<file path="config.mk">
export PLATFORM = sky130hd
export DESIGN_NAME = tile_row_fetcher
export DESIGN_NICKNAME = d
export VERILOG_FILES = /design/src/rtl/tile_fetch_pkg.sv /design/src/rtl/tile_addr_gen.sv /design/src/rtl/tile_seq.sv /design/src/rtl/plane_shifter.sv /design/src/rtl/tile_row_fetcher.sv
export SDC_FILE = /design/constraint.sdc
export NUM_CORES = 1
export LEC_CHECK = 0
export ABC_AREA = 1
export BUFFER_PORTS_ARGS = -buffer_cell sky130_fd_sc_hd__buf_2
export CORE_AREA = 4 4 68 70
export DETAILED_ROUTE_END_ITERATION = 6
export DIE_AREA = 0 0 72 74
export GPL_ROUTABILITY_DRIVEN = 1
export PLACE_DENSITY = 0.83
export REMOVE_ABC_BUFFERS = 1
export SYNTH_ARGS = -nofsm -noshare
export SYNTH_HDL_FRONTEND = slang
export SYNTH_SLANG_ARGS = --single-unit
</file>
<file path="constraint.sdc">
create_clock -name clk -period 2.1 [get_ports clk]
set_clock_uncertainty 0.1 [all_clocks]
set_input_delay 0.42 -clock clk [delete_from_list [all_inputs] [get_ports clk]]
set_output_delay 0.42 -clock clk [all_outputs]
set_load 0.01 [all_outputs]
</file>
<file path="src/rtl/tile_fetch_pkg.sv">
package tile_fetch_pkg;

    localparam int TILE_W = 8;               // tile number width
    localparam int FROW_W = 3;               // fine row width (8 rows)
    localparam int PIX_N  = 1 << FROW_W;     // pixels per row = bits per plane byte
    localparam int PLANES = 2;               // bit planes per pixel
    localparam int ADDR_W = 1 + TILE_W + 1 + FROW_W;

    typedef logic [PLANES-1:0] pix_t;

    typedef struct packed {
        logic [TILE_W-1:0] tile;
        logic              half;
        logic [FROW_W:0]   row;
        logic              tall;
    } row_req_t;

    typedef enum logic [2:0] {
        SQ_IDLE,
        SQ_RD_LO,
        SQ_RD_HI,
        SQ_CAPT,
        SQ_EMIT
    } seq_state_e;

endpackage

</file>
<file path="src/rtl/tile_addr_gen.sv">
module tile_addr_gen
    import tile_fetch_pkg::*;
#(
    parameter int TW = TILE_W,
    parameter int RW = FROW_W,
    localparam int AW = 1 + TW + 1 + RW
) (
    input  logic [TW-1:0] tile,
    input  logic          half,
    input  logic [RW:0]   row,
    input  logic          tall,
    input  logic          plane,
    output logic [AW-1:0] addr
);

    logic          eff_half;
    logic [TW-1:0] eff_tile;

    always_comb begin
        if (tall) begin
            // pair of tiles: bit 0 of the number picks the half, row MSB picks the tile
            eff_half = tile[0];
            eff_tile = {tile[TW-1:1], row[RW]};
        end else begin
            eff_half = half;
            eff_tile = tile;
        end
        addr = {eff_half, eff_tile, plane, row[RW-1:0]};
    end

endmodule

</file>
<file path="src/rtl/tile_seq.sv">
module tile_seq
    import tile_fetch_pkg::*;
#(
    parameter int NPIX = PIX_N,
    localparam int CW  = (NPIX > 1) ? $clog2(NPIX) : 1
) (
    input  logic clk,
    input  logic rst,
    input  logic req_valid,
    output logic req_ready,
    output logic accept,
    output logic rd_en,
    output logic rd_plane,
    output logic cap_lo,
    output logic load,
    output logic emit,
    output logic last
);

    seq_state_e    state_q, state_d;
    logic [CW-1:0] cnt_q, cnt_d;

    always_comb begin
        last      = (state_q == SQ_EMIT) && (cnt_q == CW'(NPIX - 1));
        req_ready = (state_q == SQ_IDLE) || last;
        accept    = req_valid && req_ready;
        rd_en     = (state_q == SQ_RD_LO) || (state_q == SQ_RD_HI);
        rd_plane  = (state_q == SQ_RD_HI);
        cap_lo    = (state_q == SQ_RD_HI);   // plane-0 byte is on the data bus now
        load      = (state_q == SQ_CAPT);    // plane-1 byte is on the data bus now
        emit      = (state_q == SQ_EMIT);
    end

    always_comb begin
        state_d = state_q;
        cnt_d   = cnt_q;
        unique case (state_q)
            SQ_IDLE:  if (accept) state_d = SQ_RD_LO;
            SQ_RD_LO: state_d = SQ_RD_HI;
            SQ_RD_HI: state_d = SQ_CAPT;
            SQ_CAPT: begin
                state_d = SQ_EMIT;
                cnt_d   = '0;
            end
            SQ_EMIT: begin
                if (last) state_d = accept ? SQ_RD_LO : SQ_IDLE;
                else      cnt_d   = cnt_q + 1'b1;
            end
            default:  state_d = SQ_IDLE;
        endcase
    end

    always_ff @(posedge clk) begin
        if (rst) begin
            state_q <= SQ_IDLE;
            cnt_q   <= '0;
        end else begin
            state_q <= state_d;
            cnt_q   <= cnt_d;
        end
    end

endmodule

</file>
<file path="src/rtl/plane_shifter.sv">
module plane_shifter
    import tile_fetch_pkg::*;
#(
    parameter int NPIX = PIX_N
) (
    input  logic            clk,
    input  logic            rst,
    input  logic            cap_lo,
    input  logic            load,
    input  logic            shift,
    input  logic [NPIX-1:0] rdata,
    output pix_t            pix
);

    logic [NPIX-1:0] stage_q;              // holds plane 0 until plane 1 arrives

    always_ff @(posedge clk) begin
        if (rst)         stage_q <= '0;
        else if (cap_lo) stage_q <= rdata;
    end

    for (genvar p = 0; p < PLANES; p++) begin : g_plane
        logic [NPIX-1:0] sh_q;
        logic [NPIX-1:0] src;

        if (p == PLANES - 1) begin : g_direct
            assign src = rdata;
        end else begin : g_staged
            assign src = stage_q;
        end

        always_ff @(posedge clk) begin
            if (rst)        sh_q <= '0;
            else if (load)  sh_q <= src;
            else if (shift) sh_q <= {sh_q[NPIX-2:0], 1'b0};
        end

        assign pix[p] = sh_q[NPIX-1];      // leftmost pixel leaves first
    end

endmodule

</file>
<file path="src/rtl/tile_row_fetcher.sv">
module tile_row_fetcher
    import tile_fetch_pkg::*;
(
    input  logic                clk,
    input  logic                rst,
    input  logic                req_valid,
    output logic                req_ready,
    input  logic [TILE_W-1:0]   req_tile,
    input  logic                req_half,
    input  logic [FROW_W:0]     req_row,
    input  logic                req_tall,
    output logic                mem_rd,
    output logic [ADDR_W-1:0]   mem_addr,
    input  logic [PIX_N-1:0]    mem_rdata,
    output logic                pix_valid,
    output logic [PLANES-1:0]   pix_index,
    output logic                pix_transparent,
    output logic                row_done
);

    row_req_t cur_q;
    logic     accept, rd_plane, cap_lo, load, emit, last;
    pix_t     pix;

    tile_seq #(.NPIX(PIX_N)) u_seq (
        .clk       (clk),
        .rst       (rst),
        .req_valid (req_valid),
        .req_ready (req_ready),
        .accept    (accept),
        .rd_en     (mem_rd),
        .rd_plane  (rd_plane),
        .cap_lo    (cap_lo),
        .load      (load),
        .emit      (emit),
        .last      (last)
    );

    always_ff @(posedge clk) begin
        if (rst) begin
            cur_q <= '0;
        end else if (accept) begin
            cur_q.tile <= req_tile;
            cur_q.half <= req_half;
            cur_q.row  <= req_row;
            cur_q.tall <= req_tall;
        end
    end

    tile_addr_gen #(.TW(TILE_W), .RW(FROW_W)) u_addr (
        .tile  (cur_q.tile),
        .half  (cur_q.half),
        .row   (cur_q.row),
        .tall  (cur_q.tall),
        .plane (rd_plane),
        .addr  (mem_addr)
    );

    plane_shifter #(.NPIX(PIX_N)) u_shift (
        .clk    (clk),
        .rst    (rst),
        .cap_lo (cap_lo),
        .load   (load),
        .shift  (emit),
        .rdata  (mem_rdata),
        .pix    (pix)
    );

    assign pix_valid       = emit;
    assign pix_index       = emit ? pix : '0;
    assign pix_transparent = emit && (pix == '0);
    assign row_done        = last;

endmodule

</file>
Word-level counts from Yosys, hierarchy flattened
Index checks and enable logic that the tools add are counted.
{ "classes": {"n_eq_ne": 8, "add_sub_neg": 1, "muxes": 13, "n_reduce_logical": 10} }
{ "ops": {"columns": ["op", "count"], "rows": [
  ["$mux W8", 4],
  ["$pmux W3 S5", 1],
  ["$mux W3", 3],
  ["$eq A3 B2 Y1 const B", 2],
  ["$eq A3 B3 Y1 const B", 2],
  ["$pmux W3 S2", 1],
  ["$ne A2 B2 Y1 const B", 2],
  ["$reduce_and A2 Y1", 2],
  ["$add A3 B1 Y3 const B", 1],
  ["$eq A3 B1 Y1 const B", 1],
  ["$logic_and A1 B1 Y1", 3],
  ["$logic_not A3 Y1", 1],
  ["$mux W1", 3],
  ["$logic_not A2 Y1", 1],
  ["$logic_or A1 B1 Y1", 2],
  ["$mux W2", 1],
  ["$ne A2 B1 Y1 const B", 1],
  ["$reduce_bool A2 Y1", 1]
]} }
{ "totals": {"elab_cells": 41, "out_inout_bits": 20, "input_bits": 25, "reg_bits": 44} }

Logic depth before layout (Yosys ltp)
{ "logic_depth": {"ltp_word": 7, "depth_mapped": 8, "depth_no_buf": 7} }

Modules after synthesis
A second synthesis with hierarchy kept.
{ "hier_totals": {"cells_unflattened": 297, "hier_area_um2": 2145.8} }
{ "modules_own_cells": {"columns": ["mod", "instances", "cells_each", "area_per_inst_um2", "seq_area_each_um2"], "rows": [
  ["plane_shifter", 1, 133, 1064.8, 480.5],
  ["tile_row_fetcher", 1, 94, 610.6, 280.3],
  ["tile_seq", 1, 51, 354.1, 120.1],
  ["tile_addr_gen", 1, 19, 116.4, 0.0]
]} }

Least setup slack after synthesis
No wires, ideal clock.
{ "synth_path": {"kind": "register to output", "from": "reg u_seq.state_q[0]", "to": "out pix_transparent", "t_required_ns": 1.580, "stages_incl_launch_ff": 5, "n_path_buf": 1, "arrival_ns": 1.039, "setup_slack_ns": 0.541, "path_cell_list": "dfxtp_1 -> nor2_4 -> nand2_1 -> buf_2 -> nor3_1"} }
{ "synth_via": {"elab_chain_cells": 2} }
{ "synth_lines": {"columns": ["item", "line", "rtl"], "rows": [
  ["start, declared", "tile_seq.sv:20", "seq_state_e state_q, state_d;"],
  ["start signal, assigned", "tile_seq.sv:58", "state_q <= state_d;"],
  ["$eq A3 B3 Y1", "tile_seq.sv:31", "emit = (state_q == SQ_EMIT);"],
  ["$logic_and A1 B1 Y1", "tile_row_fetcher.sv:71", "assign pix_transparent = emit && (pix == '0);"],
  ["end, declared", "tile_row_fetcher.sv:17", "output logic pix_transparent,"]
]} }
No other way between the ends.

Final worst setup path
{ "layout_path": {"from": "reg u_seq.cnt_q[0]", "to": "out req_ready"} }
{ "layout_via": {"elab_chain_cells": 3} }
{ "layout_lines": {"columns": ["item", "line", "rtl"], "rows": [
  ["start, declared", "tile_seq.sv:21", "logic [CW-1:0] cnt_q, cnt_d;"],
  ["start signal, assigned", "tile_seq.sv:59", "cnt_q <= cnt_d;"],
  ["$eq A3 B3 Y1", "tile_seq.sv:24", "last = (state_q == SQ_EMIT) && (cnt_q == CW'(NPIX - 1));"],
  ["$logic_and A1 B1 Y1", "tile_seq.sv:24", null],
  ["$logic_or A1 B1 Y1", "tile_seq.sv:25", "req_ready = (state_q == SQ_IDLE) || last;"],
  ["end, declared", "tile_row_fetcher.sv:7", "output logic req_ready,"]
]} }
No other way between the ends.

==> flow_metrics.tcl <==
set metrics [dict create \
    outcome "finished clean" \
    core_sq_um 3970 \
    cts.clk_slew.worst_paths_ps 80 \
    yosysWarnings 0 \
    critPathCaptureType "primary output" \
    hold_class "in -> reg" \
    hold_buffers 0 \
    port_buffers 44 \
    drt-pass1-iter-count 4 \
    route.detailed.drc 0 \
    final.min_clock_period_ps 1930 \
    max_stage_delay_ps 320 \
    worstMarginPinSlew_ps 547 \
    hold_viol 0 \
    power_frac_seq_pct 48.1 \
    crit_slowest_cell "dfxtp_1" \
    area_growth_pct 12.3 \
    io_pins 45 \
    drt-total-wl_mm 3.93 \
    cts_made_buffers 5 \
    cpMostUsedCell "ha_1" \
    final_layout_size_suffix_gt1_share_pct 17.6 \
    final_cell_mix "88 x nand2_1, 53 x inv_1, 44 x dfxtp_1, 44 x buf_2, 38 x nor2_1" \
    vdd_drop_max_v 0.000563 \
    globalplace.congestion 0.749 \
    cts_tree "built" \
    clock_sinks 44 \
    syn-cell-area_sq_um 2110 \
    critPathKind "reg -> out" \
    num_antenna_cells 0 \
    num_vias 1882 \
    die_h_um 74 \
    final_cell_area_sq_um 2370 \
    switchingPower_mw 0.653 \
    synth_seq_cells 44 \
    yosysTopAreaCellShare_pct 41.7 \
    start_util_pct 53.2 \
    grt.overflow.total 0 \
    start_kind "flop" \
    dpl.hpwl_mm 2.84 \
    rsz0062_at_grt "no" \
    clockBufferDepth 2 \
    fillers 388 \
    cp_cell_sequence "ha_1 > ha_1 > o21ai_2 > inv_1 > buf_2" \
    final.setup.tns_ps 0 \
    crit_arrival_ps 1410 \
    clk_latency_ps 290 \
    multiInputGateArea_sq_um 862 \
    fp-row-count 23 \
    mostFrequentLayoutCell "nand2_1" \
    routed_via_density 4.67 \
    drv_cap 0 \
    power.internal_mw 1.43 \
    antenna_left 0 \
    grt_max_degree 30 \
    syn_inst 321 \
    maxSlewViolCount 0 \
    first_iter_violations 102 \
    finalCritPeriodShare_pct 92.1 \
    clockRootBuffer "clkbuf_8" \
    ys_seq_area_share_pct 41.7 \
    synth.distinct_cells 18 \
    die-area_sq_um 5330 \
    cellPowerDensity_nw_per_um2 877 \
    grt_pass1_wl_mm 6.87 \
    avgRoutedWirePerCell_um 9.75 \
    antenna_found_initial 0 \
    cp_max_fo 2 \
    clockPowerShare_pct 26.0 \
    synth_top_area_cell "dfxtp_1" \
    grt_pass1_vias 1668 \
    power_frac_comb_pct 25.9 \
    die_x_um 72 \
    ff_latch_area_sq_um 881 \
    netlist_top_cells_area "dfxtp_1 42%, nand2_1 16%, inv_1 9.4%" \
    place_area_sq_um 2270 \
    maxSlewHeadroom_pct 63.5 \
    max_freq_mhz 517 \
    p_leak_nw 1.34 \
    syn_area_per_cell_sq_um 6.58 \
    fin_nets 379 \
    switching_share_pct 31.4 \
    htree_levels 2 \
    crit_required_ps 1580 \
    finalSetupViolCount 0 \
    gr-usage-all-layers_pct 16.3 \
]
==> layout make-up <==
class | instances | area share [%]
Clock buffer | 7 | 3.64
Clock inverter | 1 | 0.317
Inverter | 53 | 8.39
Multi-Input combinational cell | 197 | 36.4
Sequential cell | 44 | 37.2
Tap cell | 50 | 2.64
Timing Repair Buffer | 51 | 11.5
==> cell usage after synthesis (all sizes together) <==
cell and number:
nand2 89, inv 53, dfxtp 44, nor2 40, a21oi 27, buf 25
nand3 22, o21ai 14, clkbuf 2, ha 2, nor3 2, nor4 1
==> power groups by stage <==
| stage | Combinational [mW] | Sequential (mW) | Clock (mW) |
|---|---|---|---|
| finish | 0.538 | 1.00 | 0.541 |
| global route | 0.620 | 1.01 | 0.595 |
| CTS | 0.539 | 1.00 | 0.567 |
| detailed placement | 0.536 | 1.02 | 0 |
| global placement | 0.523 | 1.01 | 0 |
| floorplan | 0.357 | 1.03 | 0 |
==> per-stage QoR <==
step | power (mW) | std cells | worst slack, ps | util (%) | hold slack [ps]
floorplan | 1.38 | 294 | 128 | - | 332
global route | 2.23 | 403 | 58.7 | 59.7 | 283
CTS | 2.11 | 403 | 70.0 | 59.5 | 261
detailed placement | 1.56 | 395 | 174 | 57.2 | 352
global placement | 1.54 | 395 | 239 | 57.2 | 339
finish | 2.08 | 403 | 166 | 59.7 | 267
==> metal layers <==
| layer | share of wire, % | wire length, um | global-route usage, % |
|---|---|---|---|
| met5 | 0 | 0 | 0 |
| met4 | 1.7 | 68 | 6.89 |
| met3 | 6.5 | 257 | 5.00 |
| met2 | 45 | 1760 | 26.9 |
| met1 | 47 | 1840 | 19.7 |
==> registers in the layout, summed over array words and instances, names as in the netlist <==
name / flops
u_shift.g_plane.sh_q: 16
u_shift.g_plane.src: 8
u_seq.cnt_q: 3
u_seq.state_q: 3
cur_q: 14
==> cell families (layout without fill, tap and decap cells) <==
family                   count (synthesis)  after routing  synth area share (%)
AND/OR/NAND/NOR                        154            154                  29.4
AO/OA/AOI/OAI                           41             41                  9.90
flip-flops                              44             44                  41.7
buffers and inverters                   80            112                  17.8
adder cells (fa/ha/maj)                  2              2                  1.19
==> timing repair <==
| action | in CTS | in global routing |
|---|---|---|
| resized for setup | 0 | 2 |
| setup endpoints to repair | 0 | 14 |
| setup buffers | 0 | 0 |
==> path summary, 6_finish.rpt <==
kind	from	endpoint	slack [ps]	cells after the start
max reg2reg	u_seq.cnt_q[0]	cur_q[2]	450	7
max	u_seq.cnt_q[0]	req_ready	170	5
min reg2reg	u_shift.g_plane[0].src[5]	u_shift.g_plane[0].src[5]	360	2
min	rst	u_seq.cnt_q[1]	270	2
==> critical path: cells and delay by family, from the launching register on <==
family | cells | cell delay, ps
buffers and inverters | 2 | 200
adder cells (fa/ha/maj) | 2 | 400
AO/OA/AOI/OAI | 1 | 200
flip-flops | 1 | 320
Note: power is estimated with default switching activity, not from simulation.
